### config.mk
export PLATFORM = sky130hd
export DESIGN_NAME = cfg_cycle_former
export DESIGN_NICKNAME = d
export VERILOG_FILES = /design/src/rtl/cfg_cycle_former.sv
export SDC_FILE = /design/constraint.sdc
export NUM_CORES = 1
export LEC_CHECK = 0
export BUFFER_PORTS_ARGS = -buffer_cell sky130_fd_sc_hd__buf_2
export CELL_PAD_IN_SITES_DETAIL_PLACEMENT = 1
export CELL_PAD_IN_SITES_GLOBAL_PLACEMENT = 1
export CORE_MARGIN = 1.5
export CORE_UTILIZATION = 36
export DETAILED_ROUTE_END_ITERATION = 6
export PLACE_DENSITY_LB_ADDON = 0.1
export SYNTH_ARGS = -nofsm -noshare
export SYNTH_HDL_FRONTEND = slang
export SYNTH_SLANG_ARGS = --single-unit
### constraint.sdc
create_clock -name clk -period 2 [get_ports clk]
set_input_delay 0.4 -clock clk [delete_from_list [all_inputs] [get_ports clk]]
set_output_delay 0.4 -clock clk [all_outputs]
set_load 0.01 [all_outputs]
### src/rtl/cfg_cycle_former.sv
module cfg_cycle_former #(
  parameter int BUS_W      = 8,
  parameter int SLOT_W     = 5,
  parameter int FUNC_W     = 3,
  parameter int REG_W      = 8,
  parameter int MAX_SLOTS  = 12,
  parameter int IDSEL_BASE = 11,
  parameter int EXT_BIT    = 30
) (
  input  logic              clk,
  input  logic              rst_n,
  input  logic              req_valid,
  input  logic [BUS_W-1:0]  req_bus,
  input  logic [SLOT_W-1:0] req_slot,
  input  logic [FUNC_W-1:0] req_func,
  input  logic [REG_W-1:0]  req_reg,
  input  logic [1:0]        req_size,
  input  logic              req_write,
  input  logic [31:0]       req_wdata,
  input  logic [31:0]       ctl_base,
  output logic              busy,
  output logic [31:0]       ext_ctl,
  output logic              cyc_req,
  output logic              cyc_type1,
  output logic              cyc_write,
  output logic [31:0]       cyc_addr,
  output logic [3:0]        cyc_be,
  output logic [31:0]       cyc_wdata,
  input  logic              rsp_valid,
  input  logic              rsp_abort,
  input  logic [31:0]       rsp_rdata,
  output logic              cpl_valid,
  output logic              cpl_abort,
  output logic [31:0]       cpl_rdata,
  output logic              wr_err
);
  localparam int ADDR_W   = 32;
  localparam int BUS_SH   = 16;
  localparam int SLOT_SH  = 11;
  localparam int FUNC_SH  = 8;

  function automatic logic [31:0] size_mask(input logic [1:0] s);
    case (s)
      2'd0:    return 32'h0000_00FF;
      2'd1:    return 32'h0000_FFFF;
      default: return 32'hFFFF_FFFF;
    endcase
  endfunction

  logic              busy_q, t1_q, write_q;
  logic [31:0]       saved_q, addr_q, wdata_q;
  logic [3:0]        be_q;
  logic [1:0]        lane_q, size_q;

  wire is_t1    = (req_bus != '0);
  wire bad_slot = !is_t1 && (req_slot >= SLOT_W'(MAX_SLOTS));

  wire [ADDR_W-1:0] low_fields = (ADDR_W'(req_func) << FUNC_SH) | ADDR_W'(req_reg);
  wire [ADDR_W-1:0] addr_t1 = (ADDR_W'(req_bus) << BUS_SH) | (ADDR_W'(req_slot) << SLOT_SH) | low_fields;
  wire [ADDR_W-1:0] addr_t0 = (ADDR_W'(1) << (ADDR_W'(req_slot) + ADDR_W'(IDSEL_BASE))) | low_fields;

  wire [1:0] lane = (req_size == 2'd0) ? req_reg[1:0] :
                    (req_size == 2'd1) ? {req_reg[1], 1'b0} : 2'b00;
  wire [3:0] be   = (req_size == 2'd0) ? (4'b0001 << lane) :
                    (req_size == 2'd1) ? (4'b0011 << lane) : 4'b1111;

  always_ff @(posedge clk or negedge rst_n) begin
    if (!rst_n) begin
      busy_q    <= 1'b0;
      t1_q      <= 1'b0;
      write_q   <= 1'b0;
      saved_q   <= '0;
      addr_q    <= '0;
      wdata_q   <= '0;
      be_q      <= '0;
      lane_q    <= '0;
      size_q    <= '0;
      cpl_valid <= 1'b0;
      cpl_abort <= 1'b0;
      cpl_rdata <= '0;
      wr_err    <= 1'b0;
    end else begin
      cpl_valid <= 1'b0;
      wr_err    <= 1'b0;
      if (!busy_q && req_valid) begin
        if (bad_slot) begin
          cpl_valid <= 1'b1;
          cpl_abort <= 1'b1;
          cpl_rdata <= req_write ? 32'h0 : size_mask(req_size);
          wr_err    <= req_write;
        end else begin
          busy_q  <= 1'b1;
          t1_q    <= is_t1;
          write_q <= req_write;
          saved_q <= ctl_base;
          addr_q  <= is_t1 ? addr_t1 : addr_t0;
          be_q    <= be;
          lane_q  <= lane;
          size_q  <= req_size;
          wdata_q <= (req_wdata & size_mask(req_size)) << {lane, 3'b000};
        end
      end else if (busy_q && rsp_valid) begin
        busy_q    <= 1'b0;
        cpl_valid <= 1'b1;
        cpl_abort <= rsp_abort;
        cpl_rdata <= write_q ? 32'h0 :
                     rsp_abort ? size_mask(size_q) :
                     ((rsp_rdata >> {lane_q, 3'b000}) & size_mask(size_q));
        wr_err    <= write_q & rsp_abort;
      end
    end
  end

  assign busy      = busy_q;
  assign cyc_req   = busy_q;
  assign cyc_type1 = busy_q & t1_q;
  assign cyc_write = write_q;
  assign cyc_addr  = addr_q;
  assign cyc_be    = be_q;
  assign cyc_wdata = wdata_q;
  assign ext_ctl   = (busy_q && t1_q) ? (saved_q | (32'h1 << EXT_BIT)) : ctl_base;


  idsel_onehot_chk: assert property (@(posedge clk) disable iff (!rst_n)
    cyc_req && !cyc_type1 |-> $countones(cyc_addr[ADDR_W-1:IDSEL_BASE]) == 1);


  ext_mode_set_chk: assert property (@(posedge clk) disable iff (!rst_n)
    cyc_req && cyc_type1 |-> ext_ctl[EXT_BIT]);


  ext_restore_chk: assert property (@(posedge clk) disable iff (!rst_n)
    $fell(cyc_req) |-> ext_ctl == ctl_base);


  bad_slot_chk: assert property (@(posedge clk) disable iff (!rst_n)
    req_valid && !busy && req_bus == '0 && req_slot >= SLOT_W'(MAX_SLOTS)
    |=> cpl_valid && cpl_abort && !cyc_req);


  wr_err_pulse_chk: assert property (@(posedge clk) disable iff (!rst_n)
    wr_err |-> cpl_valid && cpl_abort && !$past(wr_err));


  hold_while_busy_chk: assert property (@(posedge clk) disable iff (!rst_n)
    cyc_req && !rsp_valid |=> cyc_req && $stable(cyc_addr) && $stable(cyc_be));
endmodule

# Word-level counts from Yosys, hierarchy flattened

Index checks and enable logic that the tools add are counted.
Widths: inputs -> output; s select.

$add $sub $neg: 1
$mul: 0
Divide/modulo/power cells: 0
Order comparisons: 1
Eq/ne operators: 4
Shift-type cells: 5
Mux-type cells: 30
Bitwise logic cells: 9
Reduce and logical (&&, ||, !) cells: 13

Operators by type and width:

| kind                 | count |
|---|---|
| $mux 32              | 12 |
| $pmux 32 s2          | 2 |
| $and 32x32->32       | 2 |
| $or 32x11->32        | 1 |
| $shl 1x6->32 const A | 1 |
| $shl 32x5->32        | 1 |
| $shr 32x5->32        | 1 |
| $or 24x11->24        | 1 |
| $or 24x16->24        | 1 |
| $mux 1               | 12 |
| $or 11x8->11         | 1 |
| $mux 4               | 2 |
| $reduce_bool 8->1    | 1 |
| $add 5x4->6 const B  | 1 |
| $reduce_and 2->1     | 3 |
| $ge 5x4->1 const B   | 1 |
| $eq 2x1->1 const B   | 2 |
| $logic_and 1x1->1    | 4 |
| $logic_not 2->1      | 2 |
| $mux 2               | 2 |
| $ne 2x2->1 const B   | 2 |
| $shl 1x2->4 const A  | 1 |
| $shl 2x2->4 const A  | 1 |
| $and 1x1->1          | 2 |
| 3 further kinds      | 4 |

Bits in registers: 142
Latch bits: 0
Bits in writable memories: 0
Bits in read-only memories: 0
Bits of input ports: 128
Output and inout port bits: 139
Logic and storage cells: 76
Memories kept: 0

# Depth between registers and ports, before layout

Gate-level depths: netlist of run 1.

Depth after elaboration: 9
Mapped depth: 9
Depth with buffers taken out: 7

# Worst setup path before layout of run 1

OpenSTA, ideal clock, no wires.

Path type: input -> register
Start: input req_bus[4]
End: register wdata_q[23] (netlist: cyc_wdata[23])
Library setup time: 0.126 ns
Data arrival time: 1.952 ns
Required time: 1.874 ns
Slack: -0.078 ns
Stages on the path: 6
Buffers on the path: 2
Cells stage by stage: or4_1 > buf_2 > o31a_1 > buf_6 > and3_1 > a221o_1

Word-level cells in the longest chain between the ends: 5

Ends and longest elaborated chain:

| element                    | RTL line | text |
|---|---|---|
| start: declaration         | 13       | `input logic [BUS_W-1:0] req_bus,` |
| $reduce_bool 8->1          | 55       | `wire is_t1 = (req_bus != '0);` |
| $logic_not 1->1            | 56       | `wire bad_slot = !is_t1 && (req_slot >= SLOT_W'(MAX_SLOTS));` |
| $logic_and 1x1->1          | 56       |  |
| $not 1->1 (no line)        | n/a      |  |
| $reduce_and 2->1 (no line) | n/a      |  |
| end signal: assignment     | 100      | `wdata_q <= (req_wdata & size_mask(req_size)) << {lane, 3'b000};` |
| end: declaration           | 51       | `logic [31:0] saved_q, addr_q, wdata_q;` |

No other way between the ends.
A chain may end at the register's enable or synchronous reset.

# Worst setup path in the final report of run 1

Start: register t1_q
End: output ext_ctl[3]

Word-level cells in the longest chain between the ends: 2

Ends and longest elaborated chain:

| element                  | RTL line | text |
|---|---|---|
| start: declaration       | 50       | `logic busy_q, t1_q, write_q;` |
| start signal: assignment | 93       | `t1_q <= is_t1;` |
| $logic_and 1x1->1        | 121      | `assign ext_ctl = (busy_q && t1_q) ? (saved_q \| (32'h1 << EXT_BIT)) : ctl_base;` |
| $mux 32                  | 121      |  |
| end: declaration         | 22       | `output logic [31:0] ext_ctl,` |

No other way between the ends.

==> results.sh, run 1 <==
export IMPL_status="complete, but fails checks"
export IMPL_violations="setup timing"
export IMPL_finalWeightedCongestion=0.797
export IMPL_synth_xor_area_share_pct=0.126
export IMPL_synth_area_sq_mm=0.00696
export IMPL_worstReg2RegStart="busy"
export IMPL_r2r_cells=6
export IMPL_setup_ws_ps=-46.8
export IMPL_fin_util_pct=52.9
export IMPL_fillers=2209
export IMPL_drt_iter0_markers=317
export IMPL_worstHoldStart="rsp_valid"
export IMPL_ys_ff_latch=141
export IMPL_path_delay_family="flip-flops"
export IMPL_cp_slowest_cell="dfrtp_2"
export IMPL_vias_per_cell=5.02
export IMPL_synth_compound_area_share_pct=14.0
export IMPL_cts_tree="built"
export IMPL_grt_start_max_net_pins=49
export IMPL_r2r_slack_ps=40
export IMPL_cts_made_buffers=17
export IMPL_final_cell_mix="236 x buf_2, 186 x nand2_1, 139 x dfrtp_1, 74 x nor2_1, 53 x buf_4"
export IMPL_criticalPathCategory="reg2out"
export IMPL_finalHoldViolCount=0
export IMPL_peakVddDrop_mv=0.552
export IMPL_cp_max_fo=8
export IMPL_synth_fa_ha_area_share_pct=1.08
export IMPL_holdPathStages=2
export IMPL_p_per_area_mw_per_mm2=1020
export IMPL_final_common_cell="buf_2"
export IMPL_grt_setup_unrepaired="true"
export IMPL_slew_viol_final=0
export IMPL_finClkSkew_ps=10.9
export IMPL_dr_pass1_iters=4
export IMPL_grt_total_usage_pct=23.1
export IMPL_yosysWarningCount=0
export IMPL_grt_pass1_wl_um=36300
export IMPL_dp_hpwl_um=16600
export IMPL_initial_core_util_pct=37.0
export IMPL_synthMuxAreaShare_pct=9.62
export IMPL_synth_flop_cell="dfrtp_1"
export IMPL_drive_above_1_share_pct=39.2
export IMPL_die_x_um=142
export IMPL_synthCells=746
export IMPL_hold_slack_ps=167
export IMPL_grt_pass1_vias=6884
export IMPL_route_detailed_drc=0
export IMPL_antenna_found_initial=2
export IMPL_cp_depth=4
export IMPL_power_uw=10100
export IMPL_yosysSeqAreaShare_pct=50.7
export IMPL_synth_edf_count=0
export IMPL_min_period_over_period_pct=102
export IMPL_wire_per_inst_um=17.7
export IMPL_nets=1178
export IMPL_critical_path_buf_inv_count=2
export IMPL_io_pins=267
export IMPL_slew_headroom_pct=58.0
export IMPL_grt_overflow_total=0
export IMPL_yosys_area_share_simple_pct=20.2
export IMPL_cp_data_arrival_time_ps=1650
export IMPL_synth_top_family_by_area="simple AND/OR/NAND/NOR gates"
export IMPL_dieArea_sq_mm=0.0202
export IMPL_syn_num_nets=880
export IMPL_place_ws_ps=-415
export IMPL_crit_path_end_kind="output pin"
export IMPL_setup_viol=22
export IMPL_drtAntennaViolNets=0
export IMPL_max_stage_delay_ps=440
export IMPL_core_sq_mm=0.0188
export IMPL_fmax_mhz=489
export IMPL_timing_rr_end="cyc_addr[13]"
export IMPL_maxCapViolCount=0
export IMPL_timing_setup_tns_ps=-650
export IMPL_worst_slew_pin_transition_ps=631
export IMPL_cp_data_required_time_ps=1600
export IMPL_min_period_ps=2050
export IMPL_yosys_cell_types_count=46
export IMPL_port_buffers=266
export IMPL_start_kind="flop"
export IMPL_p_leak_uw=0.00505
export IMPL_cts_buffer_depth=2
export IMPL_clk_pin_slew_ps=70
export IMPL_rows=50
export IMPL_clock_sinks=141
export IMPL_worstSkewPairLatency_ps=420
export IMPL_root_buffer="clkbuf_16"
export IMPL_h_tree_depth=4
export IMPL_syn_area_per_cell_sq_um=9.33
export IMPL_n_antenna_cell=0
export IMPL_hold_class="in2reg"
export IMPL_hold_end="busy"
export IMPL_fp_dieH_um=142
export IMPL_async_flop_share_pct=100
export IMPL_num_vias=6616
export IMPL_cp_cell_sequence="nand2_8, clkbuf_16, mux2_2, buf_6"
export IMPL_wl_um=23300
export IMPL_syn_to_final_growth_pct=43.2
-- Yosys cell counts, types with 2 or more instances --
library cell,n,share of area (%)
nand2_1,187,10
dfrtp_1,141,51
nor2_1,74,4.0
a21oi_1,40,2.9
mux2i_1,32,4.6
mux2_2,31,5.0
clkbuf_1,27,1.5
o21ai_0,26,1.9
a31oi_1,18,1.6
nand3_1,17,1.2
buf_2,12,0.86
and2_1,11,0.99
a221o_1,10,1.4
a22o_1,10,1.3
a21o_1,9,0.97
nand3b_1,9,0.97
a221oi_1,8,1.0
and3_1,8,0.72
buf_4,7,0.76
inv_1,7,0.38
o211ai_1,7,0.76
a41oi_1,6,0.76
ha_1,6,1.1
buf_1,4,0.22
nor2b_1,4,0.36
nor3_1,4,0.29
nor4_1,4,0.36
buf_6,3,0.49
nand2b_1,3,0.27
or4_1,3,0.32
a31o_2,2,0.25
nor3b_1,2,0.22
-- layer usage --
layer | routed length, um | global-route usage [%]
met3 | 1190 | 5.38
met5 | 12 | 0
met4 | 212 | 5.53
met2 | 11700 | 39.9
met1 | 10200 | 29.2
-- state kept, by name (all words and copies together) (netlist names), 2 cells and up --
register   flops
cpl_rdata     32
cyc_addr      32
cyc_wdata     32
saved_q       31
cyc_be         4
lane_q         2
size_q         2
-- layout make-up --
cell class	instances	area, sq um	share of cell area [%]
well taps	260	325	3.26
clock buffers	19	453	4.54
flip-flops and latches	141	3530	35.4
multi-input cells	543	3300	33.2
repair buffers	333	2200	22.0
clock inverters	13	126	1.27
inverters	8	30.0	0.301
-- power breakdown --
part / total [uW] / switching (uW) / internal [uW]
Clock: 3100 / 1290 / 1800
Combinational: 3190 / 1700 / 1490
Sequential: 3830 / 357 / 3470
-- kinds of logic (layout without fill, tap and decap cells) --
logic type                 count (synthesis)  in the layout
DFF                                      141            141
buffers and inverters                     62            373
AOI/OAI and AO/OA                        143            143
adders and majority gates                  6              6
and+or+nand+nor                          330            330
xor gates and xnor gates                   1              1
muxes                                     63             63
-- stage by stage --
step                area (sq um)  cells
floorplan                   7000    746
global placement            8970   1279
detailed placement          8970   1279
CTS                         9780   1314
global route                9970   1317
finish                      9970   1317
-- worst max-delay path by stage --
stage               startpoint             to  slack (ps)
floorplan           req_bus[0]  cyc_wdata[20]         -70
global placement    req_bus[4]      cyc_be[3]        -390
detailed placement  req_bus[4]      cyc_be[1]        -420
CTS                       busy     ext_ctl[1]         -80
global route              t1_q    ext_ctl[14]         -90
finish                    t1_q     ext_ctl[3]         -50
-- timing repair --
item,CTS,global route
hold buffers,1,0
hold endpoints to repair,26,0
setup endpoints to repair,31,54
cloned,1,2
resized for setup,38,27
buffers inserted,1,1
Power figures use the tool's default switching activity.
==> run 2: changes to the inputs <==
- CORE_UTILIZATION: 36 -> 30
==> run 2 against run 1 <==
The run still ends with setup timing left; critical path depth is the same; sequential power hardly changed; largest power group unchanged; first-iteration DRC count down 20%; critical path type unchanged; combinational power decreased by 2%; worst setup slack improved by 26 ps; routed wire length rose by 1.8%; fmax increased by 1.3%.
==> results.sh, run 2 (same netlist as run 1, synthesis figures left out) <==
export IMPL_root_buffer="clkbuf_16"
export IMPL_initial_core_util_pct=30.6
export IMPL_h_tree_depth=4
export IMPL_crit_path_end_kind="output pin"
export IMPL_max_stage_delay_ps=440
export IMPL_cp_data_arrival_time_ps=1620
export IMPL_finClkSkew_ps=11.3
export IMPL_fmax_mhz=495
export IMPL_grt_start_max_net_pins=39
export IMPL_route_detailed_drc=0
export IMPL_cts_buffer_depth=2
export IMPL_grt_pass1_wl_um=38200
export IMPL_n_antenna_cell=0
export IMPL_slew_headroom_pct=61.2
export IMPL_grt_overflow_total=0
export IMPL_final_cell_mix="239 x buf_2, 186 x nand2_1, 139 x dfrtp_1, 74 x nor2_1, 60 x buf_4"
export IMPL_finalNonFillerCells=1347
export IMPL_dp_cells=1312
export IMPL_dp_hpwl_um=17400
export IMPL_grt_pass1_vias=6900
export IMPL_fin_util_pct=43.9
export IMPL_maxCapViolCount=0
export IMPL_status="complete, but fails checks"
export IMPL_final_common_cell="buf_2"
export IMPL_min_period_over_period_pct=101
export IMPL_syn_to_final_growth_pct=43.3
export IMPL_drt_iter0_markers=254
export IMPL_violations="setup timing"
export IMPL_wire_per_inst_um=17.6
export IMPL_regArea_sq_mm=0.00353
export IMPL_rows=55
export IMPL_fp_dieH_um=155
export IMPL_finalWeightedCongestion=0.800
export IMPL_finalHoldViolCount=0
export IMPL_vias_per_cell=4.90
export IMPL_wl_um=23700
export IMPL_cp_cell_sequence="nand2_8, clkbuf_16, mux2_2, buf_6"
export IMPL_hold_slack_ps=166
export IMPL_drtAntennaViolNets=0
export IMPL_worstSkewPairLatency_ps=420
export IMPL_r2r_cells=7
export IMPL_startpoint="t1_q"
export IMPL_start_kind="flop"
export IMPL_grt_setup_unrepaired="true"
export IMPL_cp_max_fo=8
export IMPL_cts_tree="built"
export IMPL_cp_slowest_cell="dfrtp_2"
export IMPL_die_x_um=155
export IMPL_io_pins=267
export IMPL_grt_total_usage_pct=20.2
export IMPL_r2r_slack_ps=120
export IMPL_dieArea_sq_mm=0.0241
export IMPL_criticalPathCategory="reg2out"
export IMPL_peakVddDrop_mv=0.533
export IMPL_worstReg2RegStart="busy"
export IMPL_dr_pass1_iters=4
export IMPL_setup_ws_ps=-20.4
export IMPL_setup_viol=15
export IMPL_num_vias=6604
export IMPL_slew_viol_final=0
export IMPL_core_sq_mm=0.0227
export IMPL_port_buffers=266
export IMPL_p_per_area_mw_per_mm2=1020
export IMPL_nets=1184
export IMPL_clock_sinks=141
export IMPL_antenna_found_initial=1
export IMPL_cp_endpoint="ext_ctl[21]"
export IMPL_path_delay_family="flip-flops"
export IMPL_critical_path_buf_inv_count=2
export IMPL_p_leak_uw=0.00503
export IMPL_fillers=2710
export IMPL_drive_above_1_share_pct=39.4
export IMPL_cts_made_buffers=17
export IMPL_timing_rr_end="cpl_rdata[20]"
export IMPL_cp_depth=4
export IMPL_cp_data_required_time_ps=1600
export IMPL_worst_slew_pin_transition_ps=579
export IMPL_multi_input_area_sq_mm=0.00326
export IMPL_min_period_ps=2020
export IMPL_clk_pin_slew_ps=60
export IMPL_hold_class="in2reg"
==> run 2: cell count changes in the layout (fill, tap and decap cells not counted), moves of 3 or more <==
cell        previous run  this run
buf_4                 53        60
clkinvlp_4             3         0
buf_6                 31        28
mux2_2                 8        15
buf_2                236       239
mux2_4                23        16
==> run 2: worst register-to-register path, delay by kind of cell, from the launching register on <==
kind / cells / cell delay (ps)
buf+inv: 3 / 560
simple gates: 2 / 320
compound gates: 2 / 470
flops: 1 / 450
==> run 2: layout make-up <==
cell class | count | share of cell area (%)
clock inverters | 11 | 1.32
multi-input cells | 543 | 32.7
clock buffers | 20 | 4.58
repair buffers | 339 | 22.1
well taps | 285 | 3.58
inverters | 8 | 0.301
flip-flops and latches | 141 | 35.4
==> run 2: worst min path at each step <==
| stage | start | to | slack, ps | cells after the start |
|---|---|---|---|---|
| 2_1_floorplan | rst_n | busy | 100 | 0 |
| 3_3_place_gp | rst_n | cpl_rdata[3] | 310 | 1 |
| 3_5_place_dp | rst_n | cpl_rdata[20] | 310 | 1 |
| 4_1_cts | rsp_valid | busy | 150 | 2 |
| 5_1_grt | rsp_valid | busy | 150 | 2 |
| 6_report | rsp_valid | busy | 170 | 2 |
==> run 2: power breakdown <==
group / internal [uW] / switching, uW / total, uW
sequential: 3470 / 350 / 3820
clock: 1920 / 1310 / 3230
combinational: 1460 / 1660 / 3120
total: 6850 / 3330 / 10200
==> run 2: through the flow <==
step | power [uW] | TNS (ps) | cell area, sq um | setup WS (ps)
after floorplan | 5380 | -537 | 7000 | -72.4
after global placement | 6740 | -35100 | 9060 | -383
after detailed placement | 6790 | -35330 | 9060 | -393
after CTS | 10300 | -1780 | 9860 | -92.6
after global routing | 10800 | -1870 | 9970 | -76.3
final | 10200 | -146 | 9970 | -20.4
==> run 2: repair_timing <==
item | CTS | global route
cloned | 1 | 1
hold endpoints to repair | 26 | 0
resized for setup | 35 | 17
buffers inserted | 1 | 0
hold buffers | 1 | 0
endpoints found under the setup margin | 31 | 57
==> run 2: per-layer routing <==
metal	part of all wire, %	up-vias	track usage (%)
met2	48	170	33.5
met4	0.94	2	4.90
met1	45	3236	26.4
met5	0.055	-	0
li1	-	3178	-
met3	6.0	18	5.18
